==> config.mk <==
export PLATFORM = sky130hd
export DESIGN_NAME = slpwd_top
export DESIGN_NICKNAME = d
export VERILOG_FILES = /design/src/rtl/slpwd_pkg.sv /design/src/rtl/slpwd_sleep_tmr.sv /design/src/rtl/slpwd_wdog.sv /design/src/rtl/slpwd_status.sv /design/src/rtl/slpwd_top.sv
export SDC_FILE = /design/constraint.sdc
export NUM_CORES = 1
export LEC_CHECK = 0
export ABC_CLOCK_PERIOD_IN_PS = 3100
export BUFFER_PORTS_ARGS = -buffer_cell sky130_fd_sc_hd__buf_2
export CORE_AREA = 8 8 63 78
export DETAILED_ROUTE_END_ITERATION = 8
export DIE_AREA = 0 0 71 86
export SLEW_MARGIN = 40
export SYNTH_ARGS = -nofsm -noshare
export SYNTH_HDL_FRONTEND = slang
export SYNTH_HIERARCHICAL = 1
export SYNTH_SLANG_ARGS = --single-unit
==> constraint.sdc <==
create_clock -name clk -period 3.1 [get_ports clk]
set_input_delay 0.62 -clock clk [delete_from_list [all_inputs] [get_ports clk]]
set_output_delay 0.62 -clock clk [all_outputs]
set_load 0.02 [all_outputs]
==> src/rtl/slpwd_pkg.sv <==
package slpwd_pkg;

    localparam int unsigned WD_LIMIT   = 3;
    localparam int unsigned WD_CNT_W   = 2;
    localparam int unsigned FLAG_BIT   = 4;
    localparam logic [7:0]  FULL_CLEAR = 8'h38;

    typedef enum logic {
        REG_STATUS = 1'b0,
        REG_WDCLR  = 1'b1
    } reg_sel_e;

    typedef struct packed {
        logic clr_count;
        logic clr_timer;
        logic wr_status;
        logic keep_flag;
    } wr_decode_t;

    function automatic int unsigned period_last(input logic [1:0] sel,
                                                input int unsigned base_log2,
                                                input int unsigned step_log2);
        return (32'd1 << (base_log2 + step_log2 * sel)) - 32'd1;
    endfunction

    function automatic wr_decode_t decode_write(input logic en,
                                                input logic sel,
                                                input logic [7:0] data);
        wr_decode_t d;
        d.clr_count = en && (reg_sel_e'(sel) == REG_WDCLR);
        d.clr_timer = d.clr_count && (data == FULL_CLEAR);
        d.wr_status = en && (reg_sel_e'(sel) == REG_STATUS);
        d.keep_flag = data[FLAG_BIT];
        return d;
    endfunction

endpackage

==> src/rtl/slpwd_sleep_tmr.sv <==
module slpwd_sleep_tmr
    import slpwd_pkg::*;
#(
    parameter int unsigned BASE_LOG2 = 6,
    parameter int unsigned STEP_LOG2 = 3
) (
    input  logic       clk,
    input  logic       rst,
    input  logic       tick_en,
    input  logic [1:0] period_sel,
    input  logic       clr,
    output logic       wrap,
    output logic       irq
);
    localparam int unsigned CNT_W = BASE_LOG2 + 3 * STEP_LOG2;

    logic [CNT_W-1:0] cnt;
    logic [CNT_W-1:0] last;

    always_comb last = CNT_W'(period_last(period_sel, BASE_LOG2, STEP_LOG2));

    assign wrap = tick_en && !clr && (cnt >= last);

    always_ff @(posedge clk) begin
        if (rst) begin
            cnt <= '0;
            irq <= 1'b0;
        end else begin
            irq <= wrap;
            if (clr)
                cnt <= '0;
            else if (tick_en)
                cnt <= (cnt >= last) ? '0 : cnt + 1'b1;
        end
    end

    AST_IRQ_SINGLE: assert property (@(posedge clk) disable iff (rst)
        irq |=> !irq);
    AST_CLR_ZERO: assert property (@(posedge clk) disable iff (rst)
        clr |=> (cnt == '0));
    AST_IDLE_HOLD: assert property (@(posedge clk) disable iff (rst)
        (!tick_en && !clr) |=> $stable(cnt));

endmodule

==> src/rtl/slpwd_wdog.sv <==
module slpwd_wdog
    import slpwd_pkg::*;
(
    input  logic clk,
    input  logic rst,
    input  logic armed,
    input  logic wrap,
    input  logic clr,
    output logic wdt_rst
);
    logic [WD_CNT_W-1:0] wcnt;

    always_ff @(posedge clk) begin
        if (rst) begin
            wcnt    <= '0;
            wdt_rst <= 1'b0;
        end else begin
            wdt_rst <= 1'b0;
            if (clr) begin
                wcnt <= '0;
            end else if (armed && wrap) begin
                if (wcnt == WD_CNT_W'(WD_LIMIT - 1)) begin
                    wcnt    <= '0;
                    wdt_rst <= 1'b1;
                end else begin
                    wcnt <= wcnt + 1'b1;
                end
            end
        end
    end

    AST_CNT_RANGE: assert property (@(posedge clk) disable iff (rst)
        wcnt != WD_CNT_W'(WD_LIMIT));
    AST_CLR_COUNT: assert property (@(posedge clk) disable iff (rst)
        clr |=> (wcnt == '0) && !wdt_rst);
    AST_FIRE_ONCE: assert property (@(posedge clk) disable iff (rst)
        wdt_rst |=> !wdt_rst);

endmodule

==> src/rtl/slpwd_status.sv <==
module slpwd_status
    import slpwd_pkg::*;
(
    input  logic clk,
    input  logic rst,
    input  logic wr_status,
    input  logic keep_flag,
    output logic flag
);
    always_ff @(posedge clk) begin
        if (rst)
            flag <= 1'b1;
        else if (wr_status && !keep_flag)
            flag <= 1'b0;
    end

    AST_FLAG_STICKY: assert property (@(posedge clk) disable iff (rst)
        !flag |=> !flag);

endmodule

==> src/rtl/slpwd_top.sv <==
module slpwd_top
    import slpwd_pkg::*;
#(
    parameter int unsigned BASE_LOG2 = 6,
    parameter int unsigned STEP_LOG2 = 3
) (
    input  logic       clk,
    input  logic       rst,
    input  logic       tick_en,
    input  logic [1:0] period_sel,
    input  logic       wr_en,
    input  logic       wr_sel,
    input  logic [7:0] wr_data,
    output logic       sleep_irq,
    output logic       wdt_rst,
    output logic       wdt_armed,
    output logic [7:0] status
);
    wr_decode_t dec;
    logic       wrap;
    logic       flag;

    always_comb dec = decode_write(wr_en, wr_sel, wr_data);

    slpwd_sleep_tmr #(
        .BASE_LOG2 (BASE_LOG2),
        .STEP_LOG2 (STEP_LOG2)
    ) u_tmr (
        .clk        (clk),
        .rst        (rst),
        .tick_en    (tick_en),
        .period_sel (period_sel),
        .clr        (dec.clr_timer),
        .wrap       (wrap),
        .irq        (sleep_irq)
    );

    slpwd_status u_stat (
        .clk       (clk),
        .rst       (rst),
        .wr_status (dec.wr_status),
        .keep_flag (dec.keep_flag),
        .flag      (flag)
    );

    slpwd_wdog u_wd (
        .clk     (clk),
        .rst     (rst),
        .armed   (!flag),
        .wrap    (wrap),
        .clr     (dec.clr_count),
        .wdt_rst (wdt_rst)
    );

    assign wdt_armed = !flag;

    always_comb begin
        status           = '0;
        status[FLAG_BIT] = flag;
    end

    AST_RST_NEEDS_ARM: assert property (@(posedge clk) disable iff (rst)
        wdt_rst |-> wdt_armed);
    AST_RST_WITH_IRQ: assert property (@(posedge clk) disable iff (rst)
        wdt_rst |-> sleep_irq);

endmodule

Word level (Yosys, flattened, before mapping)
Cells that the tools add are included.

Add/sub/neg operators: 4. $mul: 1. Order comparisons: 1. Equal/unequal tests: 2. Shift operators: 1. Muxes and demuxes: 3. Bitwise gates (word level): 2. Reductions and logical operators: 13.

Operators with widths (number): $shl 1x32->15 const A (1); $add 15x1->15 const B (1); $ge 15x15->1 (1); $mux 15 (1); $sub 15x1->15 const B (1); $eq 8x6->1 const B (1); $logic_and 1x1->1 (7); $add 3x4->5 const A (1); $mul 2x2->4 const A (1); $reduce_or 2->1 (2); $logic_not 1->1 (3); $reduce_or 3->1 (1); $add 2x1->2 const B (1); $eq 2x2->1 const B (1); $mux 2 (1); $not 1->1 (2); $mux 1 (1).

Register bits: 20. Input bits: 15. Output and inout port bits: 11. Logic and storage cells: 32.

Depth between registers and ports, before layout
Gate-level depths: netlist (run 1).

Word-level depth: 9. Gate-level depth with buffers: 10. Mapped depth without buffers: 10.

By module
Netlist (run 1), hierarchy kept.

Modules (own cells, without submodules): slpwd_sleep_tmr (times used 1, cells an instance 123, area an instance 1141.1 µm², seq. area each 320.3 µm²); slpwd_wdog (times used 1, cells an instance 12, area an instance 130.1 µm², seq. area each 60.1 µm²); slpwd_top (times used 1, cells an instance 15, area an instance 102.6 µm², seq. area each 0.0 µm²); slpwd_status (times used 1, cells an instance 3, area an instance 33.8 µm², seq. area each 20.0 µm²).

Worst setup path after synthesis (run 1)
OpenSTA, ideal clock, no wires.

Path type: input-to-reg. Start: input period_sel[1]. End: register u_wd.wcnt[0]. Setup time: 115 ps. Data arrival time: 2318 ps. Data required time: 2985 ps. Setup slack: 668 ps. Stages on the path: 9. Buffers on the path: 0. Path through: nand2_1 ha_1 nand4_1 nor2_1 a41oi_1 a31oi_4 nor2b_1 a21boi_0 o21a_1.

Cells in the longest elaborated chain, start to end: 7.

Ends and longest elaborated chain: from (decl) (line slpwd_top.sv:10) `input logic [1:0] period_sel,`; $mul 2x2->4 (line slpwd_pkg.sv:23) `return (32'd1 << (base_log2 + step_log2 * sel)) - 32'd1;`; $add 3x4->5 (line slpwd_pkg.sv:23); $shl 1x32->15 (line slpwd_pkg.sv:23); $sub 15x1->15 (line slpwd_pkg.sv:23); $ge 15x15->1 (line slpwd_sleep_tmr.sv:22) `assign wrap = tick_en && !clr && (cnt >= last);`; $logic_and 1x1->1 (line slpwd_sleep_tmr.sv:22); via wrap (line slpwd_top.sv:20) `logic wrap;`; $logic_and 1x1->1 (line slpwd_wdog.sv:21) `end else if (armed && wrap) begin`; to (signal assigned) (line slpwd_wdog.sv:26) `wcnt <= wcnt + 1'b1;`; to (decl) (line slpwd_wdog.sv:11) `logic [WD_CNT_W-1:0] wcnt;`.

The timed path passes the listed nets, and every way through them passes these cells. A chain may end at the register's enable or synchronous reset.

Final worst setup path (run 1)
Same ends and word-level chain as after synthesis.

==> results of run 1 <==
[power groups by stage]
stage | logic, uW | registers [uW] | clock network [uW]
after CTS | 55.5 | 264 | 269
after global placement | 53.3 | 270 | 0
final | 56.0 | 264 | 260
after global routing | 64.2 | 265 | 281
after detailed placement | 55.5 | 270 | 0
after floorplan | 47.2 | 269 | 0
[through the flow]
step,area [um2],std cells,utilization (%)
2_1_floorplan,1430,160,-
3_3_place_gp,1500,207,40.6
3_5_place_dp,1500,207,40.6
4_1_cts,1570,211,42.5
5_1_grt,1570,211,42.5
6_report,1570,211,42.5
[worst max-delay path: stages]
cell	delay [ns]
buf_2	0.12
nand2_1	0.11
ha_1	0.33
nand4_1	0.13
nor2_1	0.27
a41oi_1	0.24
a31oi_4	0.21
nor2b_1	0.29
a21boi_0	0.13
o21a_1	0.18
[cell usage after synthesis (4+ instances only)]
library cell and count:
nand4_1 9, nand2_1 9, buf_4 8, inv_1 7
nor3_1 4, nor2_1 7, nor2b_1 4, xor2_1 9
dfxtp_1 20, ha_1 15, a21oi_1 4, nor3_2 10
[cell type report]
type	instances	share of cell area [%]
timing repair buffer	19	6.22
multi-input combinational	121	58.9
tap	40	3.19
clock buffer	3	2.63
inverter	7	1.67
sequential	20	25.5
clock inverter	1	1.91
[worst paths after layout]
path,from,end,depth (start not counted)
min,u_stat/flag$_SDFFE_PP1P_,u_stat/flag$_SDFFE_PP1P_,1
min reg2reg,u_stat/flag$_SDFFE_PP1P_,u_stat/flag$_SDFFE_PP1P_,1
max reg2reg,u_tmr/cnt[13]$_SDFFE_PP0P_,u_wd/wcnt[0]$_SDFFE_PP0P_,8
max,period_sel[1],u_wd/wcnt[0]$_SDFFE_PP0P_,10
[kinds of logic after synthesis]
logic type / count (synthesis) / share of synthesized area (%)
flip-flops: 20 / 28.4
multiplexers: 1 / 0.711
AO/OA/AOI/OAI: 19 / 11.7
XOR/XNOR: 12 / 7.47
other: 3 / 0.800
adder cells (fa/ha/maj): 15 / 13.3
AND/OR/NAND/NOR: 64 / 29.7
buffers and inverters: 19 / 7.82
[per-layer routing]
metal	wire (um)	vias to the layer above	share of wire [%]
met5	0	-	0
li1	-	564	-
met2	1500	25	52
met4	24	0	0.83
met1	1270	521	44
met3	116	2	4.0
[flip-flops by register name (all words and copies together), names as in the netlist]
name and count:
u_wd/wdt_rst 1, u_tmr/cnt 15, u_tmr/irq 1, u_wd/wcnt 2
u_stat/flag 1
==> flow_summary.toml, run 1 <==
[cts]
clock_path_buffers = 2
cts_resized = 0
cts-hold-fix-buffers = 0
clkSlewWorstSetupHoldPaths_ns = 0.07
cts_setup_buffers = 0
cts_buffers = 3
root_buffer = "clkbuf_8"
clock_latency_ns = 0.26
cts-htree-levels = 1
cts_sinks = 20
cts_tree = "built"

[global_routing]
grt_pass1_wl_mm = 5.27
grt.total_usage_pct = 10.4
busiest_layer = "met2"
grt_use_met2_pct = 19.0
grt_start_max_net_pins = 16
antenna_found_initial = 0
grt_pass1_vias = 1206
grtUsageMet3_pct = 2.80
use_met1_pct = 11.4
overflow = 0

[layout]
finalNetCount = 202
syn_to_final_growth_pct = 11.5
multi_input_area_um2 = 923
final_common_cell = "dfxtp_1"
final_cell_mix = "20 x dfxtp_1, 18 x buf_2, 15 x ha_1"
final_layout_size_suffix_gt1_share_pct = 22.2
nFillCells = 372
regArea_um2 = 400
num_antenna_cells = 0

[timing]
finalClockSkew_ns = 0.00812
finalSetupViolations = 0
worst_slack_ns = 0.603
holdWs_ns = 0.486
finalMaxSlewViolations = 0
timing.fmax_mhz = 401
max_slew.worst_pin.slew_ns = 0.733
max-slew-margin-rel_pct = 51.1
rsz0062_at_grt = "no"
finalCritPeriodShare_pct = 80.5
min_period_ns = 2.50
tns_ns = 0
hold_viol = 0

[worst_setup_path]
cp_data_required_time_ns = 3.25
crit_path_max_fanout = 5
setup.worst_path.end_class = "flop"
r2r_setup_slack_ns = 0.87
path_class = "in -> reg"
worstPathArrival_ns = 2.65
crit_path_start_kind = "input port"

[die]
design.core.area_mm2 = 0.00369
io_pins = 26
die_y_um = 86
initial_utilization_pct = 38.1
dieArea_mm2 = 0.00611
fp.dieW_um = 71
num_rows = 25

[detailed_routing]
wirelength_mm = 2.91
num_vias = 1112
route.detailed.wl_per_inst_um = 13.8
viasPerCell = 5.27
drc_errors = 0
dr.pass1.iters = 4
drt_iter0_markers = 54
route.antenna.remaining_nets = 0

[power_and_ir_drop]
p_seq_share_pct = 45.5
p_leak_uw = 0.000703
power_per_cell_area_mw_per_mm2 = 369
power_frac_comb_pct = 9.7
total_power_uw = 579
swShare_pct = 21.9
internal-power_uw = 452
peakVddDrop_mv = 0.253
p_switching_uw = 127
power_frac_clock_pct = 44.8

[placed_design]
routabilityCongestion = 0.831
dpl.hpwl_mm = 2.38
dp_worst_setup_slack_ns = 0.341
portBuffers = 18

[synth]
avgSynthCellArea_um2 = 9.20
yosysTopAreaCell = "dfxtp_1"
synth_seq_area_share_pct = 28.4
yosys-top-cells-area = "dfxtp_1 28%, ha_1 13%, nor3_2 7.1%"
synth_seq_cells = 20
postSynth.asyncResetShare_pct = 0
synth_top_area_share_pct = 28.4
synth-warning-count = 6
synth_cell_types = 41
syn_inst = 153
syn_area_mm2 = 0.00141
synth-edff-count = 0
synth_flop_cell = "dfxtp_1"

[run]
maxCapViolations = 0

[outcome]
status = "completed"

[worst_hold_path]
hold_class = "reg -> reg"
(Power assumes the default switching activity.)
==> inputs of run 2 (changes only) <==
--- a/config.mk
+++ b/config.mk
@@ -5,7 +5,7 @@
 export SDC_FILE = /design/constraint.sdc
 export NUM_CORES = 1
 export LEC_CHECK = 0
-export ABC_CLOCK_PERIOD_IN_PS = 3100
+export ABC_CLOCK_PERIOD_IN_PS = 2300
 export BUFFER_PORTS_ARGS = -buffer_cell sky130_fd_sc_hd__buf_2
 export CORE_AREA = 8 8 63 78
 export DETAILED_ROUTE_END_ITERATION = 8
==> constraint.sdc (replaced) <==
create_clock -name clk -period 2.3 [get_ports clk]
set_input_delay 0.46 -clock clk [delete_from_list [all_inputs] [get_ports clk]]
set_output_delay 0.46 -clock clk [all_outputs]
set_load 0.02 [all_outputs]
==> run 2 against run 1 <==
Net effect:
- sequential power grew 35%
- utilization is 1.1 points higher
- worst hold slack got worse by 0.068 ns
- clock skew fell by 0.0047 ns
- via count rose by 2.9%
- critical path type unchanged
==> flow_summary.toml, run 2 (synthesis results as in run 1) <==
[die]
dieArea_mm2 = 0.00611
io_pins = 26
design.core.area_mm2 = 0.00369
initial_utilization_pct = 38.1
die_y_um = 86
num_rows = 25
fp.dieW_um = 71

[global_routing]
grtUsageMet3_pct = 2.45
antenna_found_initial = 0
grt.total_usage_pct = 10.3
grt_start_max_net_pins = 16
grt_pass1_vias = 1214
use_met1_pct = 10.5
grt_use_met2_pct = 19.9
busiest_layer = "met2"
overflow = 0
grt_pass1_wl_mm = 5.19

[worst_setup_path]
worstPathArrival_ns = 2.29
slowest_stage = "ha_1"
crit_start = "period_sel[1]"
critPathMostFrequentCell = "a41oi_1"
crit_path_max_fanout = 5
crit_chain = "buf_2 -> nand2_1 -> ha_1 -> a41oi_1 -> o21ai_0 -> a41oi_1 -> buf_4 -> a31oi_4 -> nor2b_2 -> and4bb_1 -> o21a_1"
crit_path_start_kind = "input port"
setup.worst_path.end_class = "flop"
path_class = "in -> reg"
cp_data_required_time_ns = 2.46
crit_path_max_incr_delay_ns = 0.33
crit-reg2reg-launch = "u_tmr/cnt[13]$_SDFFE_PP0P_"

[layout]
final_layout_size_suffix_gt1_share_pct = 25.8
num_antenna_cells = 0
finalNetCount = 209
post-route-util_pct = 43.6
final_common_cell = "dfxtp_1"
instances_no_fill = 218
reg_top3 = "u_tmr/cnt (15), u_wd/wcnt (2)"
syn_to_final_growth_pct = 14.2
largest_reg_flops = 15
final_cell_mix = "20 x dfxtp_1, 18 x buf_2, 15 x ha_1"
regMostFlops = "u_tmr/cnt"

[cts]
cts_sinks = 20
clock_latency_ns = 0.26
clkSlewWorstSetupHoldPaths_ns = 0.07
cts-hold-fix-buffers = 0
clock_path_buffers = 2
root_buffer = "clkbuf_8"
cts_buffers = 3
cts-htree-levels = 1
cts_tree = "built"

[placed_design]
dp.cells = 214
dpl.hpwl_mm = 2.39
dp_worst_setup_slack_ns = -0.161
routabilityCongestion = 0.820
portBuffers = 18

[detailed_routing]
drt_iter0_markers = 53
route.detailed.wl_per_inst_um = 13.5
route.antenna.remaining_nets = 0
drc_errors = 0
num_vias = 1144
dr.pass1.iters = 4
viasPerCell = 5.25
wirelength_mm = 2.94

[timing]
rsz0062_at_grt = "no"
finalClockSkew_ns = 0.00337
worst_slack_ns = 0.171
finalMaxSlewViolations = 0
hold_viol = 0
min_period_ns = 2.13
timing.fmax_mhz = 470
finalSetupViolations = 0
finalCritPeriodShare_pct = 92.5

[worst_hold_path]
hp-start = "rst"
hold_class = "in -> reg"

[power_and_ir_drop]
power_per_cell_area_mw_per_mm2 = 438
peakVddDrop_mv = 0.164
p_leak_uw = 0.000730

[run]
maxCapViolations = 0

[outcome]
status = "completed"
run 2: cell types whose count changed in the layout (fill, tap and decap cells not counted), sizes merged:
cell / change
clkbuf: +1
bufinv: -1
buf: +7
run 2: path summary, 6_finish.rpt:
path                               end  slack (ns)  cells after the start
min               u_tmr/irq$_SDFF_PP0_        0.42                      2
max          u_wd/wcnt[0]$_SDFFE_PP0P_        0.17                     11
max reg2reg  u_wd/wcnt[0]$_SDFFE_PP0P_        0.20                      9
min reg2reg   u_stat/flag$_SDFFE_PP1P_        0.50                      1
run 2: critical path: cells and delay by family:
kind | cells | cell delay (ns)
buffers and inverters | 2 | 0.26
adder cells (fa/ha/maj) | 1 | 0.33
AND/OR/NAND/NOR | 3 | 0.47
AO/OA/AOI/OAI | 5 | 0.76
run 2: where the power goes:
part	switching [uW]	leakage, uW	internal, uW	total (uW)
combinational	48.6	0.000540	31.7	80.3
sequential	6.16	0.000162	350	356
clock	116	0.0000288	152	269
total	171	0.000730	534	705
run 2: per-layer routing:
layer | up-vias | wire length (um)
met4 | 0 | 0
met2 | 28 | 1550
li1 | 579 | -
met3 | 0 | 175
met1 | 537 | 1210
met5 | - | 0
run 2: per-stage QoR:
step	hold WS (ns)	TNS, ns	area [um2]	power (uW)
floorplan	0.450	0	1430	426
global placement	0.461	-0.0830	1550	440
detailed placement	0.480	-0.372	1550	443
CTS	0.411	0	1610	721
global route	0.428	0	1610	744
finish	0.418	0	1610	705
run 2: cell type report:
cell class,count,area [um2]
Timing Repair Buffer,26,150
Sequential cell,20,400
Multi-Input combinational cell,121,926
Inverter,7,26.3
Tap cell,40,50.0
Fill cell,370,2080
Clock buffer,4,55.1
run 2: timing repair:
item	CTS	global route
hold endpoints to repair	0	0
buffers inserted	0	0
gates resized for setup	0	1
setup endpoints to repair	0	3
